`src/rtl/kuc_pkg.sv`:
```
package kuc_pkg;

  typedef enum logic [2:0] {
    ST_WAIT,
    ST_RECV,
    ST_ECHO,
    ST_BREAK,
    ST_READY
  } seq_st_t;

  localparam int unsigned STATUS_UNLOCK_BIT = 6;

  // Cycles covered by a number of bit periods.
  function automatic int unsigned span_cycles(int unsigned bit_cyc, int unsigned bits);
    return bit_cyc * bits;
  endfunction

  function automatic int unsigned max3(int unsigned a, int unsigned b, int unsigned c);
    int unsigned m;
    m = (a > b) ? a : b;
    return (m > c) ? m : c;
  endfunction

  // Status image: unlock flag placed at its fixed bit, rest zero.
  function automatic logic [7:0] status_image(logic unlocked);
    logic [7:0] s;
    s = '0;
    s[STATUS_UNLOCK_BIT] = unlocked;
    return s;
  endfunction

endpackage

```
`src/rtl/kuc_timer.sv`:
```
module kuc_timer #(
  parameter int unsigned CNT_W = 13
)(
  input  logic             clk,
  input  logic             rst_n,
  input  logic             clr,
  output logic [CNT_W-1:0] cnt
);

  always_ff @(posedge clk or negedge rst_n) begin
    if (!rst_n) begin
      cnt <= '0;
    end else if (clr) begin
      cnt <= '0;
    end else if (cnt != {CNT_W{1'b1}}) begin
      cnt <= cnt + CNT_W'(1);
    end
  end

endmodule

```
`src/rtl/kuc_seq.sv`:
```
module kuc_seq import kuc_pkg::*; #(
  parameter int unsigned DATA_W    = 8,
  parameter int unsigned KEY_LEN   = 8,
  parameter int unsigned ADDR_W    = 16,
  parameter logic [ADDR_W-1:0] KEY_BASE = 16'hFFF6,
  parameter int unsigned ENTRY_CYC = 4128,
  parameter int unsigned ECHO_CYC  = 32,
  parameter int unsigned BRK_CYC   = 160,
  parameter int unsigned CNT_W     = 13,
  parameter int unsigned IDX_W     = 4
)(
  input  logic              clk,
  input  logic              rst_n,
  input  logic              need_entry,
  input  logic              rx_valid,
  input  logic [DATA_W-1:0] rx_byte,
  input  logic [DATA_W-1:0] key_data,
  output logic [ADDR_W-1:0] key_addr,
  output logic              tx_send,
  output logic [DATA_W-1:0] tx_byte,
  output logic              brk_drive,
  output logic              rdy,
  output logic              rx_open,
  output logic              rx_accept,
  output logic              entry_done,
  output logic              match_ok,
  output logic              entry_finish,
  output logic [IDX_W-1:0]  idx
);

  seq_st_t          st_q, st_d;
  logic [CNT_W-1:0] cnt;
  logic [CNT_W-1:0] lim;
  logic             hit;
  logic             last_byte;
  logic [IDX_W-1:0] idx_q;
  logic             match_q;
  logic [DATA_W-1:0] echo_q;

  always_comb begin
    unique case (st_q)
      ST_WAIT:  lim = CNT_W'(ENTRY_CYC - 1);
      ST_ECHO:  lim = CNT_W'(ECHO_CYC - 1);
      ST_BREAK: lim = CNT_W'(BRK_CYC - 1);
      default:  lim = '0;
    endcase
  end

  assign hit       = (cnt == lim);
  assign last_byte = (idx_q == IDX_W'(KEY_LEN));

  always_comb begin
    st_d = st_q;
    unique case (st_q)
      ST_WAIT: begin
        if (!need_entry)  st_d = ST_READY;
        else if (hit)     st_d = ST_RECV;
      end
      ST_RECV:  if (rx_valid) st_d = ST_ECHO;
      ST_ECHO:  if (hit) st_d = last_byte ? ST_BREAK : ST_RECV;
      ST_BREAK: if (hit) st_d = ST_READY;
      default:  st_d = st_q;
    endcase
  end

  kuc_timer #(.CNT_W(CNT_W)) u_tmr (
    .clk   (clk),
    .rst_n (rst_n),
    .clr   (st_d != st_q),
    .cnt   (cnt)
  );

  assign rx_accept = (st_q == ST_RECV) && rx_valid;

  always_ff @(posedge clk or negedge rst_n) begin
    if (!rst_n) begin
      st_q    <= ST_WAIT;
      idx_q   <= '0;
      match_q <= 1'b1;
      echo_q  <= '0;
    end else begin
      st_q <= st_d;
      if (rx_accept) begin
        idx_q   <= idx_q + IDX_W'(1);
        match_q <= match_q & (rx_byte == key_data);
        echo_q  <= rx_byte;
      end
    end
  end

  assign key_addr     = KEY_BASE + ADDR_W'(idx_q);
  assign tx_send      = (st_q == ST_ECHO) && hit;
  assign tx_byte      = echo_q;
  assign brk_drive    = (st_q == ST_BREAK);
  assign rdy          = (st_q == ST_READY);
  assign rx_open      = (st_q == ST_RECV);
  assign entry_done   = tx_send && last_byte;
  assign match_ok     = match_q;
  assign entry_finish = (st_q == ST_BREAK) && hit;
  assign idx          = idx_q;

endmodule

```
`src/rtl/kuc_lock.sv`:
```
module kuc_lock (
  input  logic clk,
  input  logic por_n,
  input  logic entry_done,
  input  logic match_ok,
  input  logic entry_finish,
  output logic unlocked,
  output logic need_entry
);

  // Only the power-on reset touches this state.
  always_ff @(posedge clk or negedge por_n) begin
    if (!por_n) begin
      unlocked   <= 1'b0;
      need_entry <= 1'b1;
    end else begin
      if (entry_done && match_ok) unlocked <= 1'b1;
      if (entry_finish)           need_entry <= 1'b0;
    end
  end

endmodule

```
`src/rtl/kuc_gate.sv`:
```
module kuc_gate import kuc_pkg::*; #(
  parameter int unsigned DATA_W = 8
)(
  input  logic              clk,
  input  logic              rst_n,
  input  logic              unlocked,
  input  logic              rd_prot,
  input  logic [DATA_W-1:0] rd_data_i,
  output logic [DATA_W-1:0] rd_data_o,
  input  logic              fetch_valid,
  input  logic              fetch_prot,
  output logic              illegal_req,
  output logic [7:0]        status
);

  logic blocked_rd;
  logic blocked_fetch;

  assign blocked_rd    = rd_prot && !unlocked;
  assign blocked_fetch = fetch_valid && fetch_prot && !unlocked;
  assign rd_data_o     = blocked_rd ? '0 : rd_data_i;

  always_ff @(posedge clk or negedge rst_n) begin
    if (!rst_n) illegal_req <= 1'b0;
    else        illegal_req <= blocked_fetch;
  end

  assign status = status_image(unlocked);

endmodule

```
`src/rtl/key_unlock_ctrl.sv`:
```
module key_unlock_ctrl import kuc_pkg::*; #(
  parameter int unsigned DATA_W    = 8,
  parameter int unsigned KEY_LEN   = 8,
  parameter int unsigned ADDR_W    = 16,
  parameter logic [ADDR_W-1:0] KEY_BASE = 16'hFFF6,
  parameter int unsigned BIT_CYC   = 16,
  parameter int unsigned ECHO_BITS = 2,
  parameter int unsigned BRK_BITS  = 10,
  parameter int unsigned ENTRY_CYC = 4128
)(
  input  logic              clk,
  input  logic              por_n,
  input  logic              rst_n,
  input  logic              rx_valid,
  input  logic [DATA_W-1:0] rx_byte,
  output logic              tx_send,
  output logic [DATA_W-1:0] tx_byte,
  output logic              brk_drive,
  output logic [ADDR_W-1:0] key_addr,
  input  logic [DATA_W-1:0] key_data,
  input  logic              rd_prot,
  input  logic [DATA_W-1:0] rd_data_i,
  output logic [DATA_W-1:0] rd_data_o,
  input  logic              fetch_valid,
  input  logic              fetch_prot,
  output logic              illegal_req,
  output logic [7:0]        status,
  output logic              rx_open,
  output logic              rdy
);

  localparam int unsigned ECHO_CYC = span_cycles(BIT_CYC, ECHO_BITS);
  localparam int unsigned BRK_CYC  = span_cycles(BIT_CYC, BRK_BITS);
  localparam int unsigned CNT_W    = $clog2(max3(ENTRY_CYC, ECHO_CYC, BRK_CYC) + 1);
  localparam int unsigned IDX_W    = $clog2(KEY_LEN + 1);

  logic             sys_rst_n;
  logic             unlocked;
  logic             need_entry;
  logic             rx_accept;
  logic             entry_done;
  logic             match_ok;
  logic             entry_finish;
  logic [IDX_W-1:0] idx;

  assign sys_rst_n = rst_n & por_n;

  kuc_seq #(
    .DATA_W(DATA_W), .KEY_LEN(KEY_LEN), .ADDR_W(ADDR_W), .KEY_BASE(KEY_BASE),
    .ENTRY_CYC(ENTRY_CYC), .ECHO_CYC(ECHO_CYC), .BRK_CYC(BRK_CYC),
    .CNT_W(CNT_W), .IDX_W(IDX_W)
  ) u_seq (
    .clk          (clk),
    .rst_n        (sys_rst_n),
    .need_entry   (need_entry),
    .rx_valid     (rx_valid),
    .rx_byte      (rx_byte),
    .key_data     (key_data),
    .key_addr     (key_addr),
    .tx_send      (tx_send),
    .tx_byte      (tx_byte),
    .brk_drive    (brk_drive),
    .rdy          (rdy),
    .rx_open      (rx_open),
    .rx_accept    (rx_accept),
    .entry_done   (entry_done),
    .match_ok     (match_ok),
    .entry_finish (entry_finish),
    .idx          (idx)
  );

  kuc_lock u_lock (
    .clk          (clk),
    .por_n        (por_n),
    .entry_done   (entry_done),
    .match_ok     (match_ok),
    .entry_finish (entry_finish),
    .unlocked     (unlocked),
    .need_entry   (need_entry)
  );

  kuc_gate #(.DATA_W(DATA_W)) u_gate (
    .clk         (clk),
    .rst_n       (sys_rst_n),
    .unlocked    (unlocked),
    .rd_prot     (rd_prot),
    .rd_data_i   (rd_data_i),
    .rd_data_o   (rd_data_o),
    .fetch_valid (fetch_valid),
    .fetch_prot  (fetch_prot),
    .illegal_req (illegal_req),
    .status      (status)
  );

endmodule

```
`config.mk`:
```
export PLATFORM = sky130hd
export DESIGN_NAME = key_unlock_ctrl
export DESIGN_NICKNAME = d
export VERILOG_FILES = /design/src/rtl/kuc_pkg.sv /design/src/rtl/kuc_timer.sv /design/src/rtl/kuc_seq.sv /design/src/rtl/kuc_lock.sv /design/src/rtl/kuc_gate.sv /design/src/rtl/key_unlock_ctrl.sv
export SDC_FILE = /design/constraint.sdc
export NUM_CORES = 1
export LEC_CHECK = 0
export BUFFER_PORTS_ARGS = -buffer_cell sky130_fd_sc_hd__buf_2
export CORE_ASPECT_RATIO = 0.7
export CORE_UTILIZATION = 34
export DETAILED_ROUTE_END_ITERATION = 10
export RECOVER_POWER = 25
export SLEW_MARGIN = 15
export SYNTH_ARGS = -nofsm -noshare
export SYNTH_HDL_FRONTEND = slang
export SYNTH_SLANG_ARGS = --single-unit
```
`constraint.sdc`:
```
create_clock -name clk -period 2.4 [get_ports clk]
set_input_delay 0.48 -clock clk [delete_from_list [all_inputs] [get_ports clk]]
set_output_delay 0.48 -clock clk [all_outputs]
set_load 0.02 [all_outputs]
```
* Word-level counts from Yosys, hierarchy flattened
Index checks and enable logic that the tools add are counted.
** Storage, ports and cells
- Bits in registers :: 32
- Bits in latches :: 0
- RAM bits :: 0
- Bits in read-only memories :: 0
- Logic and storage cells :: 44
- Memories kept :: 0
** Cells by class
- Add/subtract/negate cells :: 3
- Multiply operators :: 0
- Div/mod/pow operators :: 0
- Order comparisons :: 0
- Equal/unequal tests :: 9
- Shifts and indexed selects :: 0
- Mux-type cells :: 11
- Bitwise gates (word level) :: 2
- Reductions and logical operators :: 11
** Operator list (count)
- case mux 13 bit (3 select lines) :: 1
- two-way mux 13 bit :: 2
- two-way mux 3 bit :: 5
- adder 13 x 1 -> 13 bit, second input constant :: 1
- equality test 13 bit :: 1
- != test 13 bit, second input constant :: 1
- case mux 3 bit (4 select lines) :: 1
- equality test 8 bit :: 1
- logical AND 1 bit :: 8
- two-way mux 8 bit :: 1
- adder 5 x 5 -> 6 bit, first input constant :: 1
- equality test 3 x 2 -> 1 bit, second input constant :: 2
- adder 4 x 1 -> 4 bit, second input constant :: 1
- equality test 4 bit, second input constant :: 1
- equality test 3 x 1 -> 1 bit, second input constant :: 1
- equality test 3 bit, second input constant :: 1
- logical NOT 3 bit :: 1
- != test 3 bit :: 1
- AND 1 bit :: 2
- two-way mux 2 bit :: 1
- nonzero test 2 bit :: 1
- logical NOT 1 bit :: 1

* Logic depth before layout (Yosys ltp)
Gate-level depths: netlist of run 1.
- Word-level depth :: 8
- Gate-level depth with buffers :: 9
- Depth with buffers taken out :: 8

* Hierarchy
Synthesis of run 1 repeated with hierarchy kept, for this count alone.
** Second synthesis, totals
- Cells, all modules :: 215
- Area total of the unflattened synthesis :: 2094.5 um2
** By module, submodules not included
- kuc_seq :: times used 1, cells an instance 117, area each 1132.3 um2, sequential area each 401.6 um2
- kuc_timer :: times used 1, cells an instance 72, area each 728.2 um2, sequential area each 325.3 um2
- kuc_gate :: times used 1, cells an instance 21, area each 162.7 um2, sequential area each 25.0 um2
- kuc_lock :: times used 1, cells an instance 4, area each 65.1 um2, sequential area each 51.3 um2
- key_unlock_ctrl :: times used 1, cells an instance 1, area each 6.3 um2, sequential area each 0.0 um2

* Worst setup path before layout of run 1
OpenSTA, ideal clock, no wires.
- Kind :: register to output
- Start point :: register u_seq.idx_q[1] (netlist: u_seq.idx[1])
- End point :: output key_addr[10]
- Arrival time :: 1.452 ns
- Data required time :: 1.920 ns
- Setup slack :: 0.468 ns
- Cell stages (with the launch flop) :: 7
- Path buffers :: 1
- Path through :: dfrtp_1 > inv_1 > ha_1 > inv_1 > ha_1 > inv_1 > buf_4
** Between the ends
- Word-level cells in the longest chain between the ends :: 1
** Ends and longest elaborated chain
- from (decl) :: line kuc_seq.sv:36 : logic [IDX_W-1:0] idx_q;
- from (signal assigned) :: line kuc_seq.sv:84 : idx_q <= idx_q + IDX_W'(1);
- adder 5 x 5 -> 6 bit :: line kuc_seq.sv:91 : assign key_addr = KEY_BASE + ADDR_W'(idx_q);
- to (decl) :: line key_unlock_ctrl.sv:19 : output logic [ADDR_W-1:0] key_addr,
Every way passes these cells.

* Worst setup path after layout of run 1
- Start point :: register u_seq.u_tmr.cnt[2]
- End point :: output tx_send
** Between the ends
- Word-level cells in the longest chain between the ends :: 2
** Ends and longest elaborated chain
- from (decl) :: line kuc_timer.sv:7 : output logic [CNT_W-1:0] cnt
- from (signal assigned) :: line kuc_timer.sv:16 : cnt <= cnt + CNT_W'(1);
- equality test 13 bit :: line kuc_seq.sv:49 : assign hit = (cnt == lim);
- logical AND 1 bit :: line kuc_seq.sv:92 : assign tx_send = (st_q == ST_ECHO) && hit;
- to (decl) :: line key_unlock_ctrl.sv:16 : output logic tx_send,
Every way passes these cells.

==> qor.yml, run 1 <==
mappedNetlistArea_sq_um: 2059
avgSynthCellArea_sq_um: 9.447
antenna_found_initial: 0
die-area_sq_um: 6377
placed_area_sq_um: 2375
final.period_utilization_pct: 96.01
drive_above_1_share_pct: 41.61
grt_start_max_net_pins: 31
clkTransAtPathRegs_ns: 0.06
synthFlopType: "dfrtp_1"
ant_nets: 0
routed_wl_mm: 4.448
wl_per_cell_um: 12.32
syn_inst: 218
grt.total_usage_pct: 14.47
finish.instance_area_sq_um: 2541
hold_viol_final: 0
num_vias: 1722
synth_edf_count: 0
drc: 0
synth_area_leaders: "dfrtp_1 (36%), buf_4 (6.9%), xor2_1 (5.5%)"
numPortBuffers: 68
post-route-min-period_ns: 2.304
skew_ns: 0.006875
yosysTopAreaCell: "dfrtp_1"
maxSlewHeadroom_pct: 48.46
tightest_slew_ns: 0.7731
maxSlewViolCount: 0
die_h_um: 67.12
cp-start-kind: "flop"
cts_tree: "done"
grt_pass1_wl_mm: 7.003
place_congestion: 0.8162
timing.fmax_mhz: 434.0
area.growth.synth_to_final_pct: 23.39
cts_buffers: 5
hold_class: "input pin to flop"
async_flop_share_pct: 100.0
nFillCells: 564
rows: 23
cp.required_ns: 1.92
cts_root_buf: "clkbuf_8"
ys_top_cells_by_count: "dfrtp_1 (30), buf_4 (19), nor2_1 (15), xor2_1 (13), nand2_1 (12)"
antennaDiodeCount: 0
end_kind: "output pin"
synth_cell_types: 45
power_leakage_nw: 1.202
synth_warnings: 0
arrival_ns: 1.82
peakVddDrop_uv: 255.9
cts_htree_levels: 2
initial_core_util_pct: 35.60
first_global_vias: 1524
worstPathMaxFanout: 6
max_cap_viol_count: 0
worstSetupPathType: "flop to output pin"
multi_input_area_sq_um: 1080
overflow: 0
synth.most_common_cell: "dfrtp_1"
dp_hpwl_mm: 3.220
ys_seq_elements: 32
numClockSinks: 32
hold_ws_ns: 0.4124
die_x_um: 95.02
fin_tns_setup_ns: 0
dr.first_iter.drc_count: 70
seq_area_frac_synth_pct: 39.00
vias_per_cell: 4.770
finalNetCount: 322
clk_path_buf_depth: 2
ios: 76
run_status: "finished clean"
seq_area_sq_um: 810.8
firstDrtPassIters: 4
core-area_sq_um: 5784
p_per_area_nw_per_um2: 788.3
setup_viol_count_final: 0
clk_latency_ns: 0.29
synth_top_area_share_pct: 36.45
[critical path, stage by stage (launching register included)]
cell and delay [ns]:
dfrtp_2 0.43, and3_4 0.23, nand2_1 0.10, o31ai_2 0.32, and4b_1 0.28, buf_2 0.18
[path summary, 6_finish.rpt]
check / from / to / slack [ns] / cells past startpoint
setup / recovery: u_seq.u_tmr.cnt[2] / tx_send / 0.1 / 5
hold / removal: fetch_prot / u_gate.illegal_req / 0.41 / 3
setup reg to reg: u_seq.st_q[2] / u_seq.u_tmr.cnt[10] / 0.27 / 8
hold reg to reg: u_lock.need_entry / u_lock.need_entry / 0.48 / 1
max in group asynchronous: por_n / u_seq.u_tmr.cnt[1] / 0.78 / 4
min in group asynchronous: rst_n / u_seq.u_tmr.cnt[12] / 0.45 / 3
[where the power goes]
| part | leakage (nW) | internal, W | total (W) | switching (W) |
|---|---|---|---|---|
| registers | 0.400 | 0.000667 | 0.000839 | 0.000171 |
| clock network | 0.0455 | 0.000234 | 0.000433 | 0.000199 |
| logic | 0.756 | 0.000318 | 0.000731 | 0.000414 |
[state kept, by name, summed over array words and instances (netlist names)]
signal              cells
u_seq.tx_byte           8
u_lock.need_entry       1
u_seq.idx               4
u_seq.u_tmr.cnt        13
u_lock.unlocked         1
u_gate.illegal_req      1
u_seq.st_q              3
u_seq.match_ok          1
[kinds of logic (layout without fill, tap and decap cells)]
group / Yosys count / count (layout) / share of synthesized area (%)
compound gates: 24 / 24 / 8.384
xor+xnor: 21 / 21 / 8.931
fa+ha+maj: 6 / 6 / 3.645
buf+inv: 36 / 98 / 10.88
flops: 32 / 32 / 39.00
mux: 9 / 9 / 4.860
other cells: 1 / 7 / 0.1821
simple gates: 89 / 89 / 24.12
[through the flow]
stage	setup WS, ns	utilization, %	power [W]	cells
after global routing	-0.02485	43.93	0.002145	361
after detailed placement	0.2896	41.06	0.001529	347
after CTS	0.003150	42.79	0.001976	356
after floorplan	0.4683	-	0.001324	224
after global placement	0.3182	41.06	0.001520	347
final	0.09581	43.93	0.002003	361
[final cells by class]
cell class / instances / area share, %
Clock buffer: 8 / 3.545
Inverter: 10 / 1.477
Multi-Input combinational cell: 156 / 42.49
Sequential cell: 32 / 31.91
Tap cell: 75 / 3.693
Timing Repair Buffer: 80 / 16.89
[placed cells by master, fill, tap and decap left out, types with 2 or more instances in the layout]
cell type / count
o21ai_0: 6
buf_4: 10
nand4_1: 7
a21oi_1: 2
nand3_1: 6
nor3_1: 4
a21oi_2: 2
dfstp_2: 2
ha_1: 6
nor4_1: 2
nor2b_1: 4
nand2b_1: 4
dfrtp_2: 6
inv_1: 10
nand2_1: 12
and3_1: 4
nor2_1: 15
a21o_1: 2
buf_2: 67
nor2_2: 9
a211oi_1: 2
clkbuf_8: 6
clkbuf_1: 3
or3_1: 2
mux2_2: 8
conb_1: 7
and2_1: 11
dfrtp_1: 24
xnor2_1: 8
nand3b_1: 3
xor2_1: 13
[per-layer routing]
metal / vias up / GRT usage [%] / routed length, um
li1: 844 / - / -
met1: 801 / 18.92 / 2125
met2: 75 / 22.93 / 1990
met3: 2 / 4.110 / 298
met4: 0 / 5.114 / 33
met5: - / 0 / 0
[what timing repair did]
action                                  in CTS  in global routing
setup buffers                                0                  5
hold buffers                                 1                  0
gates resized for setup                      0                 10
hold endpoints to repair                     1                  0
endpoints found under the setup margin       0                  1
Power figures use the tool's default switching activity.
==> run 2, diff against run 1 <==
--- a/config.mk
+++ b/config.mk
@@ -13,4 +13,5 @@
 export SLEW_MARGIN = 15
 export SYNTH_ARGS = -nofsm -noshare
 export SYNTH_HDL_FRONTEND = slang
+export SYNTH_HIERARCHICAL = 1
 export SYNTH_SLANG_ARGS = --single-unit
==> run 2 against run 1 <==
Against the previous run:
- the flow now finishes with violations (setup timing)
- synthesized cell count shrank 1.4%
- final cell count shrank 0.28%
- worst hold slack lost 0.021 ns
- largest power group is now combinational logic
==> qor.yml, run 2 <==
vias_per_cell: 4.800  # +0.63%
seq_area_frac_synth_pct: 38.35  # -0.65 points
die_x_um: 95.81  # +0.83%
overflow: 0  # unchanged
grt.total_usage_pct: 14.74  # +0.27 points
violations: "setup timing"
dp_hpwl_mm: 3.260  # +1.2%
cts_htree_levels: 2  # unchanged
cp-start-kind: "flop"
area.growth.synth_to_final_pct: 23.42  # about the same
dr.first_iter.drc_count: 122  # +74%
timing.fmax_mhz: 374.4  # -14%
clkTransAtPathRegs_ns: 0.07  # about the same
final.period_utilization_pct: 111.3  # +15 points
initial_core_util_pct: 35.85  # +0.25 points
setup_viol_count_final: 1  # +1
ant_nets: 0  # unchanged
avgSynthCellArea_sq_um: 9.742  # +3.1%
synthFlopType: "dfrtp_1"
final_cell_mix: "buf_2 (66), dfrtp_1 (30), nor2_1 (18)"
post-route-min-period_ns: 2.671  # +0.3665 ns
peakVddDrop_uv: 368.1  # +44%
core-area_sq_um: 5842  # +0.99%
synth_top_area_share_pct: 35.84  # -0.61 points
arrival_ns: 2.19  # +0.37 ns
setup_slack_ns: -0.2707  # -0.3665 ns
synth_warnings: 6  # +6
hold_viol_final: 0  # unchanged
synth_cell_types: 50  # +11%
routed_wl_mm: 4.386  # -1.4%
ios: 76  # unchanged
grt_setup_unrepaired: "yes"
tightest_slew_ns: 0.7610  # -0.01205 ns
synth_edf_count: 0  # unchanged
dp_cells: 350  # +0.86%
cts_root_buf: "clkbuf_8"
cts_tree: "done"
async_flop_share_pct: 100.0  # unchanged
place_congestion: 0.8163  # about the same
drive_above_1_share_pct: 40.00  # -1.6 points
worstPathMaxFanout: 2  # -4
die-area_sq_um: 6483  # +1.7%
rows: 23  # unchanged
yosysTopAreaCell: "dfrtp_1"
num_vias: 1728  # +0.35%
grt_start_max_net_pins: 31  # unchanged
synth.most_common_cell: "dfrtp_1"
synth_area_leaders: "dfrtp_1 (36%), xnor2_1 (7.1%), buf_4 (6.8%)"
die_h_um: 67.67  # +0.82%
grt_pass1_wl_mm: 7.176  # +2.5%
largest_reg_flops: 13  # unchanged
syn_inst: 215  # -1.4%
maxSlewViolCount: 0  # unchanged
worstSetupPathType: "flop to output pin"
cts_buffers: 5  # unchanged
mappedNetlistArea_sq_um: 2095  # +1.7%
numPortBuffers: 68  # unchanged
power_w: 0.002297  # +15%
drc: 0  # unchanged
p_per_area_nw_per_um2: 888.7  # +13%
antenna_found_initial: 0  # unchanged
clk_latency_ns: 0.29  # about the same
run_status: "finished, violations left"
skew_ns: 0.006929  # +0.00005407 ns
maxSlewHeadroom_pct: 49.26  # +0.80 points
clk_path_buf_depth: 2  # unchanged
finalNonFillerCells: 360  # -0.28%
hold_class: "input pin to flop"
antennaDiodeCount: 0  # unchanged
first_global_vias: 1539  # +0.98%
end_kind: "output pin"
place_ws_ns: 0.001944  # -0.2877 ns
hold_ws_ns: 0.3912  # -0.02114 ns
firstDrtPassIters: 4  # unchanged
wl_per_cell_um: 12.18  # -1.1%
ys_top_cells_by_count: "dfrtp_1 (30), buf_4 (19), nor2_1 (19), xnor2_1 (17), inv_1 (12)"
final_common_cell: "buf_2"
nFillCells: 593  # +5.1%
max_cap_viol_count: 0  # unchanged
final_core_util_pct: 44.25  # +0.32 points
ys_seq_elements: 32  # unchanged
power_leakage_nw: 1.269  # +5.5%
numClockSinks: 32  # unchanged
top_register: "u_seq/u_tmr/cnt"
finalNetCount: 321  # -0.31%
cp.required_ns: 1.92  # about the same
-- run 2: cell types whose count changed after synthesis, moves of 3 or more --
cell | before | now
nor2b_1 | 4 | 1
nand2_1 | 12 | 8
xnor2_1 | 8 | 17
nor4_1 | 3 | 0
nand4_1 | 7 | 4
or4_1 | 0 | 4
clkbuf_1 | 3 | 0
a21oi_1 | 2 | 7
xor2_1 | 13 | 0
nor2_2 | 9 | 0
nor2_1 | 15 | 19
-- run 2: worst paths after layout --
path                                    start                  end  slack [ns]  depth (start not counted)
min                                fetch_prot   u_gate/illegal_req        0.39                          3
max in group asynchronous               por_n  u_seq/u_tmr/cnt[12]        0.84                          4
min in group asynchronous               rst_n   u_gate/illegal_req        0.45                          3
max                        u_seq/u_tmr/cnt[9]              tx_send       -0.27                          6
min reg2reg                   u_lock/unlocked   u_gate/illegal_req        0.49                          1
max reg2reg                u_seq/u_tmr/cnt[9]   u_seq/u_tmr/cnt[5]        0.08                          9
-- run 2: worst max-delay path, cell delays in order, from the launching register on --
cell	delay [ns]
dfrtp_1	0.38
or4_4	0.55
nor3_4	0.13
nand4_1	0.14
or4_4	0.46
nor2_4	0.12
buf_6	0.12
-- run 2: logic make-up (layout without fill, tap and decap cells) --
logic type | count (synthesis) | after routing | synth area share [%]
simple gates | 78 | 78 | 22.16
buf+inv | 39 | 103 | 12.49
compound gates | 32 | 32 | 10.87
flops | 32 | 32 | 38.35
xor+xnor | 17 | 17 | 7.109
mux | 10 | 10 | 5.257
fa+ha+maj | 6 | 6 | 3.584
other cells | 1 | 7 | 0.1790
-- run 2: timing repair --
| item | 4_1_cts | 5_1_grt |
|---|---|---|
| setup buffers | 0 | 1 |
| pin swaps | 1 | 1 |
| hold buffers | 1 | 0 |
| gates resized for setup | 2 | 4 |
| endpoints found under the hold margin | 1 | 0 |
| endpoints found under the setup margin | 1 | 1 |
| cloned | 0 | 0 |
-- run 2: power breakdown --
group          internal (W)  total, W  switching [W]
Sequential         0.000688  0.000815       0.000126
Clock              0.000313  0.000538       0.000225
Combinational      0.000402  0.000945       0.000543
Total               0.00140   0.00230       0.000894
-- run 2: area by class of cell --
class                   count  area, sq um  share of cell area (%)
clock buffers               5        68.82                   2.662
clock inverters             3        46.29                   1.791
inverters                  12        45.04                   1.742
multi-input cells         150         1070                   41.38
flip-flops and latches     32        803.3                   31.07
well taps                  75        93.84                   3.630
repair buffers             83        457.9                   17.72
-- run 2: layer usage --
layer	vias up	GRT usage, %	wire, um
met2	72	22.68	1866
li1	861	-	-
met5	-	0	0
met4	0	5.037	62
met3	6	4.730	308
met1	789	19.55	2149
-- run 2: per-stage QoR --
stage | TNS, ns | instance area, sq um
after global placement | -0.004795 | 2432
after CTS | -0.3053 | 2566
after detailed placement | 0 | 2432
after floorplan | 0 | 2117
after global routing | -0.3446 | 2585
final | -0.2707 | 2585
==> run 3, diff against run 2 <==
--- a/config.mk
+++ b/config.mk
@@ -7,7 +7,7 @@
 export LEC_CHECK = 0
 export BUFFER_PORTS_ARGS = -buffer_cell sky130_fd_sc_hd__buf_2
 export CORE_ASPECT_RATIO = 0.7
-export CORE_UTILIZATION = 34
+export CORE_UTILIZATION = 30
 export DETAILED_ROUTE_END_ITERATION = 10
 export RECOVER_POWER = 25
 export SLEW_MARGIN = 15
==> run 3 against run 2 <==
Against the previous run:
- the flow still finishes with violations (setup timing)
- register-to-register slack better by 0.07 ns
- via count is 1.5% higher
- core utilization shrank 5.5 points
- largest cell class unchanged
- fmax up 0.80%
- final cell count grew 6.1%
- sequential cell count stayed put
- non-clock buffer count up 3
- first-iteration DRC count down 53%
- die area rose by 13%
- critical path depth unchanged
==> qor.yml, run 3 (same netlist as run 2, synthesis figures left out) <==
run_status: "finished, violations left"
violations: "setup timing"
drc: 0  # unchanged
antennaDiodeCount: 0  # unchanged
die-area_sq_um: 7325  # +13%
worstPathMaxFanout: 2  # unchanged
r2r_start: "u_seq/u_tmr/cnt[9]"
cp.required_ns: 1.92  # about the same
first_global_vias: 1570  # +2.0%
clk_path_buf_depth: 2  # unchanged
final_common_cell: "buf_2"
core-area_sq_um: 6756  # +16%
place_congestion: 0.8058  # -1.3%
maxSlewViolCount: 0  # unchanged
reg2regPathDepth: 9  # unchanged
clkTransAtPathRegs_ns: 0.06  # about the same
setup_viol_count_final: 1  # unchanged
wl_per_cell_um: 11.92  # -2.2%
finalNetCount: 324  # +0.93%
cts_root_buf: "clkbuf_8"
hold_viol_final: 0  # unchanged
hold_ws_ns: 0.4184  # +0.02719 ns
rows: 25  # +8.7%
power_leakage_nw: 1.280  # +0.92%
dp_hpwl_mm: 3.455  # +6.0%
drive_above_1_share_pct: 40.63  # +0.62 points
numPortBuffers: 68  # unchanged
grt_setup_unrepaired: "yes"
cp-endpoint: "tx_send"
setup_slack_ns: -0.2495  # +0.02119 ns
num_vias: 1754  # +1.5%
nFillCells: 691  # +17%
die_x_um: 101.9  # +6.3%
dr.first_iter.drc_count: 57  # -53%
antenna_found_initial: 0  # unchanged
grt_start_max_net_pins: 31  # unchanged
ant_nets: 0  # unchanged
final.period_utilization_pct: 110.4  # -0.88 points
routed_wl_mm: 4.553  # +3.8%
top_register: "u_seq/u_tmr/cnt"
worstSetupPathType: "flop to output pin"
cts_tree: "done"
grt_pass1_wl_mm: 7.369  # +2.7%
peakVddDrop_uv: 338.7  # -8.0%
power_w: 0.002185  # -4.9%
r2r_slack_ns: 0.15  # +0.07 ns
largest_reg_flops: 13  # unchanged
startpoint: "u_seq/u_tmr/cnt[9]"
hold_class: "input pin to flop"
p_per_area_nw_per_um2: 833.6  # -6.2%
final_cell_mix: "buf_2 (65), dfrtp_1 (30), nor2_1 (18)"
firstDrtPassIters: 6  # +2
cts_buffers: 5  # unchanged
cp-start-kind: "flop"
tightest_slew_ns: 0.7658  # +0.004752 ns
maxSlewHeadroom_pct: 48.95  # -0.32 points
vias_per_cell: 4.592  # -4.3%
initial_core_util_pct: 31.00  # -4.9 points
die_h_um: 71.91  # +6.3%
clk_latency_ns: 0.28  # about the same
max_cap_viol_count: 0  # unchanged
area.growth.synth_to_final_pct: 25.15
numClockSinks: 32  # unchanged
grt.total_usage_pct: 13.03  # -1.7 points
timing.fmax_mhz: 377.4  # +0.80%
arrival_ns: 2.17  # -0.02 ns
overflow: 0  # unchanged
end_kind: "output pin"
skew_ns: 0.007923  # +0.0009936 ns
post-route-min-period_ns: 2.649  # -0.02119 ns
cts_htree_levels: 2  # unchanged
ios: 76  # unchanged
r2r-end: "u_seq/u_tmr/cnt[5]"
-- run 3: changes by cell type in the layout (fill, tap and decap cells not counted), sizes merged --
cell      change
buf           +2
clkbuf        +2
clkinv        +2
bufinv        -1
clkinvlp      -1
inv           -1
-- run 3: where the power goes --
group,switching [W],internal [W]
combinational,0.000533,0.000392
clock,0.000199,0.000229
sequential,0.000144,0.000688
total,0.000876,0.00131
-- run 3: cell type report --
cell class              count  area (sq um)  area share, %
clock buffers               6         82.58          3.150
well taps                  94         117.6          4.487
multi-input cells         150          1084          41.34
clock inverters             2         10.01         0.3819
repair buffers             86         479.2          18.28
inverters                  12         45.04          1.718
flip-flops and latches     32         803.3          30.64
-- run 3: per-layer routing --
layer  global-route usage [%]  wire length, um
met5                        0                0
met4                    4.762               23
met3                    2.890              318
met2                    19.29             1924
met1                    18.67             2287
-- run 3: how the worst min path moves through the flow --
stage               slack, ns  cells past startpoint       start             endpoint
global placement         0.28                      1       por_n      u_lock/unlocked
global route             0.42                      3  fetch_prot   u_gate/illegal_req
CTS                      0.33                      3       rst_n  u_seq/u_tmr/cnt[10]
detailed placement       0.28                      1       por_n      u_lock/unlocked
floorplan                0.18                      0       por_n      u_lock/unlocked
finish                   0.42                      3  fetch_prot   u_gate/illegal_req
-- run 3: per-stage QoR --
step           instance area (sq um)  setup TNS (ns)  cells  util (%)  setup WS, ns
2_1_floorplan                   2117               0    221         -       0.01326
3_3_place_gp                    2464               0    370     36.46       0.01246
3_5_place_dp                    2464       -0.004666    370     36.46     -0.004666
4_1_cts                         2575         -0.3057    379     38.11       -0.3057
5_1_grt                         2621         -0.3409    382     38.80       -0.3409
6_report                        2621         -0.2495    382     38.80       -0.2495
-- run 3: repair_timing --
action,in CTS,in global routing
hold buffers,1,0
pin swaps,0,2
setup endpoints to repair,1,3
hold endpoints to repair,1,0
resized for setup,2,6
buffers inserted,0,3
-- run 3: worst max-delay path: stages (launching register included) --
cell and delay (ns):
dfrtp_1 0.38, or4_4 0.55, nor3_4 0.13, nand4_1 0.13
or4_4 0.46, nor2_4 0.13, buf_6 0.12
